**config.mk**
```make
export PLATFORM = sky130hd
export DESIGN_NAME = wp_guard
export DESIGN_NICKNAME = d
export VERILOG_FILES = /design/src/rtl/wpg_pkg.sv /design/src/rtl/wpg_gap_timer.sv /design/src/rtl/wpg_seq_fsm.sv /design/src/rtl/wpg_lock_bank.sv /design/src/rtl/wp_guard.sv
export SDC_FILE = /design/constraint.sdc
export NUM_CORES = 1
export LEC_CHECK = 0
export CAP_MARGIN = 10
export CELL_PAD_IN_SITES_DETAIL_PLACEMENT = 1
export CELL_PAD_IN_SITES_GLOBAL_PLACEMENT = 1
export CORE_MARGIN = 10
export CORE_UTILIZATION = 32
export CTS_CLUSTER_SIZE = 8
export DETAILED_ROUTE_END_ITERATION = 6
export GPL_TIMING_DRIVEN = 0
export PLACE_DENSITY = 0.89
export SETUP_SLACK_MARGIN = 0.02
export SKIP_CTS_REPAIR_TIMING = 1
export SYNTH_ARGS = -nofsm -noshare
export SYNTH_HDL_FRONTEND = slang
export SYNTH_SLANG_ARGS = --single-unit
```
**constraint.sdc**
```tcl
create_clock -name clk -period 3.3 [get_ports clk]
set_input_delay 0.66 -clock clk [delete_from_list [all_inputs] [get_ports clk]]
set_output_delay 0.66 -clock clk [all_outputs]
set_load 0.05 [all_outputs]
```
**src/rtl/wpg_pkg.sv**
```systemverilog
package wpg_pkg;

    localparam logic [11:0] LO_A   = 12'h555;
    localparam logic [11:0] LO_B   = 12'hAAA;
    localparam logic [7:0]  D_OPEN = 8'hAA;
    localparam logic [7:0]  D_TWO  = 8'h55;
    localparam logic [7:0]  D_UNLK = 8'hA0;
    localparam logic [7:0]  D_OFF  = 8'h80;
    localparam logic [7:0]  D_LOCK = 8'h40;

    typedef enum logic [2:0] {
        ST_IDLE,
        ST_B1,
        ST_B2,
        ST_OPEN,
        ST_B4,
        ST_LOAD,
        ST_BURST
    } step_e;

    typedef struct packed {
        logic mem_ok;
        logic clr_prot;
        logic ld_lock;
    } act_t;

    function automatic logic cmd_hit(
        input logic [15:0] a,
        input logic [7:0]  d,
        input logic [2:0]  region,
        input logic        plane,
        input logic [11:0] lo,
        input logic [7:0]  val
    );
        return (a[15:13] == region) && (a[12] == plane) &&
               (a[11:0] == lo) && (d == val);
    endfunction

endpackage

```
**src/rtl/wpg_gap_timer.sv**
```systemverilog
module wpg_gap_timer #(
    parameter int WINDOW = 16
) (
    input  logic clk,
    input  logic rst,
    input  logic wr_valid,
    output logic expired
);
    localparam int CW = $clog2(WINDOW + 1);
    localparam logic [CW-1:0] LIM = CW'(WINDOW);

    logic [CW-1:0] gap_q;

    always_ff @(posedge clk) begin
        if (rst)
            gap_q <= '0;
        else if (wr_valid)
            gap_q <= '0;
        else if (gap_q != LIM)
            gap_q <= gap_q + 1'b1;
    end

    assign expired = (gap_q >= LIM);
endmodule

```
**src/rtl/wpg_seq_fsm.sv**
```systemverilog
module wpg_seq_fsm
    import wpg_pkg::*;
(
    input  logic        clk,
    input  logic        rst,
    input  logic        expired,
    input  logic        wr_valid,
    input  logic [15:0] wr_addr,
    input  logic [7:0]  wr_data,
    input  logic [2:0]  cmd_region,
    input  logic        prot_on,
    output act_t        act
);
    step_e step_q, cur, nxt;
    logic  plane_q, nplane, same_plane;

    assign cur        = expired ? ST_IDLE : step_q;
    assign same_plane = (wr_addr[12] == plane_q);

    always_comb begin
        nxt    = cur;
        nplane = plane_q;
        act    = '0;
        if (wr_valid) begin
            case (cur)
                ST_IDLE: begin
                    if (cmd_hit(wr_addr, wr_data, cmd_region, wr_addr[12], LO_A, D_OPEN)) begin
                        nxt    = ST_B1;
                        nplane = wr_addr[12];
                    end else begin
                        act.mem_ok = ~prot_on;
                    end
                end
                ST_B1: nxt = cmd_hit(wr_addr, wr_data, cmd_region, plane_q, LO_B, D_TWO)
                             ? ST_B2 : ST_IDLE;
                ST_B2: nxt = cmd_hit(wr_addr, wr_data, cmd_region, plane_q, LO_A, D_UNLK)
                             ? ST_OPEN : ST_IDLE;
                ST_OPEN: begin
                    if (cmd_hit(wr_addr, wr_data, cmd_region, plane_q, LO_A, D_OPEN)) begin
                        nxt = ST_B4;
                    end else if (same_plane || !prot_on) begin
                        act.mem_ok = 1'b1;
                        nxt        = ST_BURST;
                    end
                end
                ST_B4: begin
                    if (cmd_hit(wr_addr, wr_data, cmd_region, plane_q, LO_B, D_OFF)) begin
                        act.clr_prot = 1'b1;
                        nxt          = ST_IDLE;
                    end else if (cmd_hit(wr_addr, wr_data, cmd_region, plane_q, LO_B, D_LOCK)) begin
                        nxt = ST_LOAD;
                    end else begin
                        nxt = ST_IDLE;
                    end
                end
                ST_LOAD: begin
                    act.ld_lock = 1'b1;
                    nxt         = ST_IDLE;
                end
                ST_BURST: act.mem_ok = same_plane || !prot_on;
                default: nxt = ST_IDLE;
            endcase
        end
    end

    always_ff @(posedge clk) begin
        if (rst) begin
            step_q  <= ST_IDLE;
            plane_q <= 1'b0;
        end else begin
            step_q  <= nxt;
            plane_q <= nplane;
        end
    end
endmodule

```
**src/rtl/wpg_lock_bank.sv**
```systemverilog
module wpg_lock_bank #(
    parameter int          BLOCKS    = 8,
    parameter logic [BLOCKS-1:0] LOCK_INIT = '0
) (
    input  logic              clk,
    input  logic              rst,
    input  logic              ld_lock,
    input  logic              clr_prot,
    input  logic [BLOCKS-1:0] ld_val,
    output logic              prot_q,
    output logic [BLOCKS-1:0] lock_q
);
    always_ff @(posedge clk) begin
        if (rst) begin
            prot_q <= 1'b1;
            lock_q <= LOCK_INIT;
        end else if (ld_lock) begin
            prot_q <= 1'b1;
            lock_q <= ld_val;
        end else if (clr_prot) begin
            prot_q <= 1'b0;
        end
    end
endmodule

```
**src/rtl/wp_guard.sv**
```systemverilog
module wp_guard
    import wpg_pkg::*;
#(
    parameter int WINDOW = 16,
    parameter int BLOCKS = 8
) (
    input  logic              clk,
    input  logic              rst,
    input  logic              wr_valid,
    input  logic [15:0]       wr_addr,
    input  logic [7:0]        wr_data,
    input  logic [2:0]        cmd_region,
    output logic              wr_allow,
    output logic              prot_on,
    output logic [BLOCKS-1:0] lock_map
);
    localparam int BLK_W   = $clog2(BLOCKS);
    localparam int BLK_LSB = 13 - BLK_W;

    logic             expired;
    act_t             act;
    logic [BLK_W-1:0] blk;

    wpg_gap_timer #(.WINDOW(WINDOW)) u_gap (
        .clk(clk), .rst(rst), .wr_valid(wr_valid), .expired(expired)
    );

    wpg_seq_fsm u_seq (
        .clk(clk), .rst(rst), .expired(expired), .wr_valid(wr_valid),
        .wr_addr(wr_addr), .wr_data(wr_data), .cmd_region(cmd_region),
        .prot_on(prot_on), .act(act)
    );

    wpg_lock_bank #(.BLOCKS(BLOCKS)) u_lock (
        .clk(clk), .rst(rst), .ld_lock(act.ld_lock), .clr_prot(act.clr_prot),
        .ld_val(wr_data[BLOCKS-1:0]), .prot_q(prot_on), .lock_q(lock_map)
    );

    assign blk      = wr_addr[BLK_LSB +: BLK_W];
    assign wr_allow = wr_valid & act.mem_ok & ~lock_map[blk];
endmodule

```
==> impl_metrics.tcl <==
set metrics [dict create \
    outcome "finished, final reports clean" \
    fin_util_pct 51.2 \
    antenna_cells 0 \
    grt_start_max_net_pins 11 \
    ctsHtreeMaxLevel 1 \
    r2r_slack_ns 1.05 \
    tightest_slew_ns 0.672 \
    use_met1_pct 12.7 \
    r2r-start "u_seq.plane_q" \
    synth.avg_cell_area_sq_um 8.73 \
    grt_busiest_layer "met2" \
    clk_latency_ns 0.29 \
    skew_ns 0.00143 \
    seq_area_frac_synth_pct 32.3 \
    clock-root-buffer "clkbuf_4" \
    wl_per_cell_um 20.0 \
    setup-violations-final 0 \
    cp_max_fo 4 \
    num_io_pins 40 \
    clk_path_buf_depth 2 \
    die_w_um 79.1 \
    synthTopCellsByArea "dfxtp_1 32%, mux2i_1 9.9%, nor2_1 5.4%" \
    async_flop_share_pct 0 \
    syn-cell-area_sq_um 1120 \
    area_delta_synth_final_pct 54.1 \
    pwr-share-clk_pct 31.7 \
    fmax_mhz 307 \
    grt_pass1_vias 1279 \
    rows 21 \
    via_per_inst 5.46 \
    hold_depth 2 \
    track_usage_pct 12.3 \
    drc 0 \
    ys.flop_type "dfxtp_1" \
    end_kind "output pin" \
    antenna_found_initial 0 \
    slew_violations 0 \
    worstPathRequired_ns 2.64 \
    grt-ovfl-total 0 \
    syn-instance-count 128 \
    p_int_mw 0.327 \
    dieArea_sq_um 6260 \
    finalHoldViolCount 0 \
    critPathLaunch "wr_addr[15]" \
    slowest_delay_ns 0.54 \
    path_cells "clkdlybuf4s50_1, xnor2_1, nand3_1, or4_4, o31ai_4, a211o_1, o31ai_2, buf_6" \
    min_period_over_period_pct 98.6 \
    p_leak_nw 0.800 \
    worst_slack_ns 0.0460 \
    holdCritStartpoint "u_lock.prot_q" \
    dpl.cell_count 213 \
    initial_core_util_pct 33.2 \
    hold_path.class "flip-flop to flip-flop" \
    p_switching_mw 0.102 \
    numClockSinks 18 \
    period_needed_ns 3.25 \
    clkTransAtPathRegs_ns 0.10 \
    start_kind "primary input" \
    fill_cells 416 \
    hold_ws_ns 0.550 \
    coreArea_sq_um 3360 \
    arrival_ns 2.59 \
    crit_slowest_cell "or4_4" \
    reg2regPathDepth 6 \
    power_mw 0.429 \
    ys_top_cells_by_count "18 x dfxtp_1, 16 x nor2_1, 11 x mux2i_1" \
    combPwrFrac_pct 17.0 \
    reg2reg_to "u_seq.step_q[1]" \
    portBuffers 39 \
    cts_buffers 3 \
    place.gp.congestion 0.816 \
    drtIter0Drc 66 \
    ir_worst_vdd_mv 0.234 \
    power_switching_share_pct 23.7 \
    ys_types 35 \
    nets 208 \
    dieHeight_um 79.1 \
    power.density_nw_per_um2 249 \
    grt_util_met3_pct 3.38 \
    totalWireLength_mm 4.42 \
    cts_tree "done" \
    drv_cap 0 \
    yosysMostFrequentCell "dfxtp_1" \
    synth-edff-count 0 \
    synth_warnings 0 \
    pre_cts_ws_ns -0.981 \
    ys_ff_latch 18 \
    met2_usage_pct 23.7 \
    path_class "primary input to output pin" \
    synth_top_area_share_pct 32.3 \
    p_seq_share_pct 51.2 \
    drive_gt1_share_pct 14.9 \
    relSlewSlack_pct 55.2 \
    grt_pass1_wl_mm 6.29 \
    ant_nets 0 \
    dr.pass1.iters 4 \
    hpwl_mm 3.22 \
    min_to "u_lock.prot_q" \
    yosys.area.top_type "dfxtp_1" \
    vias 1207 \
    stdcell_count 221 \
    synth_nets 160 \
]
[flip-flops by register name (all words and copies together) (netlist names)]
register and cells:
u_seq.step_q 3, u_lock.lock_q 8, u_gap.gap_q 5, u_seq.plane_q 1, u_lock.prot_q 1
[worst max path at each step]
stage / slack, ns / cells past startpoint / end
after floorplan: 0.04 / 4 / wr_allow
after global placement: -0.94 / 8 / wr_allow
after detailed placement: -0.98 / 8 / wr_allow
after CTS: -0.98 / 8 / wr_allow
after global routing: -0.05 / 8 / wr_allow
final: 0.05 / 8 / wr_allow
[layer usage]
| layer | share of wire [%] | vias to the layer above |
|---|---|---|
| li1 | - | 564 |
| met1 | 40 | 604 |
| met2 | 54 | 33 |
| met3 | 4.9 | 6 |
| met4 | 0.95 | 0 |
| met5 | 0 | - |
[final cells by class]
| type | count | area, sq um | area share (%) |
|---|---|---|---|
| flip-flops and latches | 18 | 360 | 20.9 |
| inverters | 3 | 11.3 | 0.654 |
| clock buffers | 4 | 36.3 | 2.11 |
| well taps | 46 | 57.6 | 3.34 |
| repair buffers | 43 | 469 | 27.3 |
| plain buffers | 5 | 21.3 | 1.24 |
| multi-input cells | 102 | 766 | 44.5 |
[logic make-up after synthesis]
logic type | synth area share (%)
XOR/XNOR | 7.05
buffers and inverters | 2.91
adder cells (fa/ha/maj) | 2.24
AO/OA/AOI/OAI | 10.6
multiplexers | 13.9
AND/OR/NAND/NOR | 31.0
flip-flops | 32.3
[layout by cell type (no fill, tap or decap), types with 4 or more instances in the layout]
master	n
nand2b_1	5
mux2i_1	11
nor2_1	16
xor2_1	4
xnor2_1	5
clkdlybuf4s50_1	16
dlymetal6s2s_1	21
nand2_1	8
nor3_1	4
buf_4	4
dfxtp_1	18
nand3_1	7
or3_1	4
[power groups by stage]
| stage | logic (mW) | registers [mW] | clock network (mW) |
|---|---|---|---|
| floorplan | 0.0221 | 0.224 | 0 |
| global placement | 0.0674 | 0.224 | 0 |
| detailed placement | 0.0705 | 0.224 | 0 |
| CTS | 0.0709 | 0.219 | 0.141 |
| global route | 0.0780 | 0.220 | 0.150 |
| finish | 0.0730 | 0.220 | 0.136 |
[worst max-delay path, delay by kind of cell]
family                 cells  cell delay (ns)
buffers and inverters      2             0.66
AO/OA/AOI/OAI              3             0.49
XOR/XNOR                   1             0.13
AND/OR/NAND/NOR            2             0.66
[metrics by stage]
| stage | setup TNS [ns] | cell area, sq um |
|---|---|---|
| floorplan | 0 | 1120 |
| global placement | -0.935 | 1570 |
| detailed placement | -0.981 | 1570 |
| CTS | -0.976 | 1600 |
| global route | -0.0530 | 1720 |
| finish | 0 | 1720 |
(Power assumes the default switching activity.)
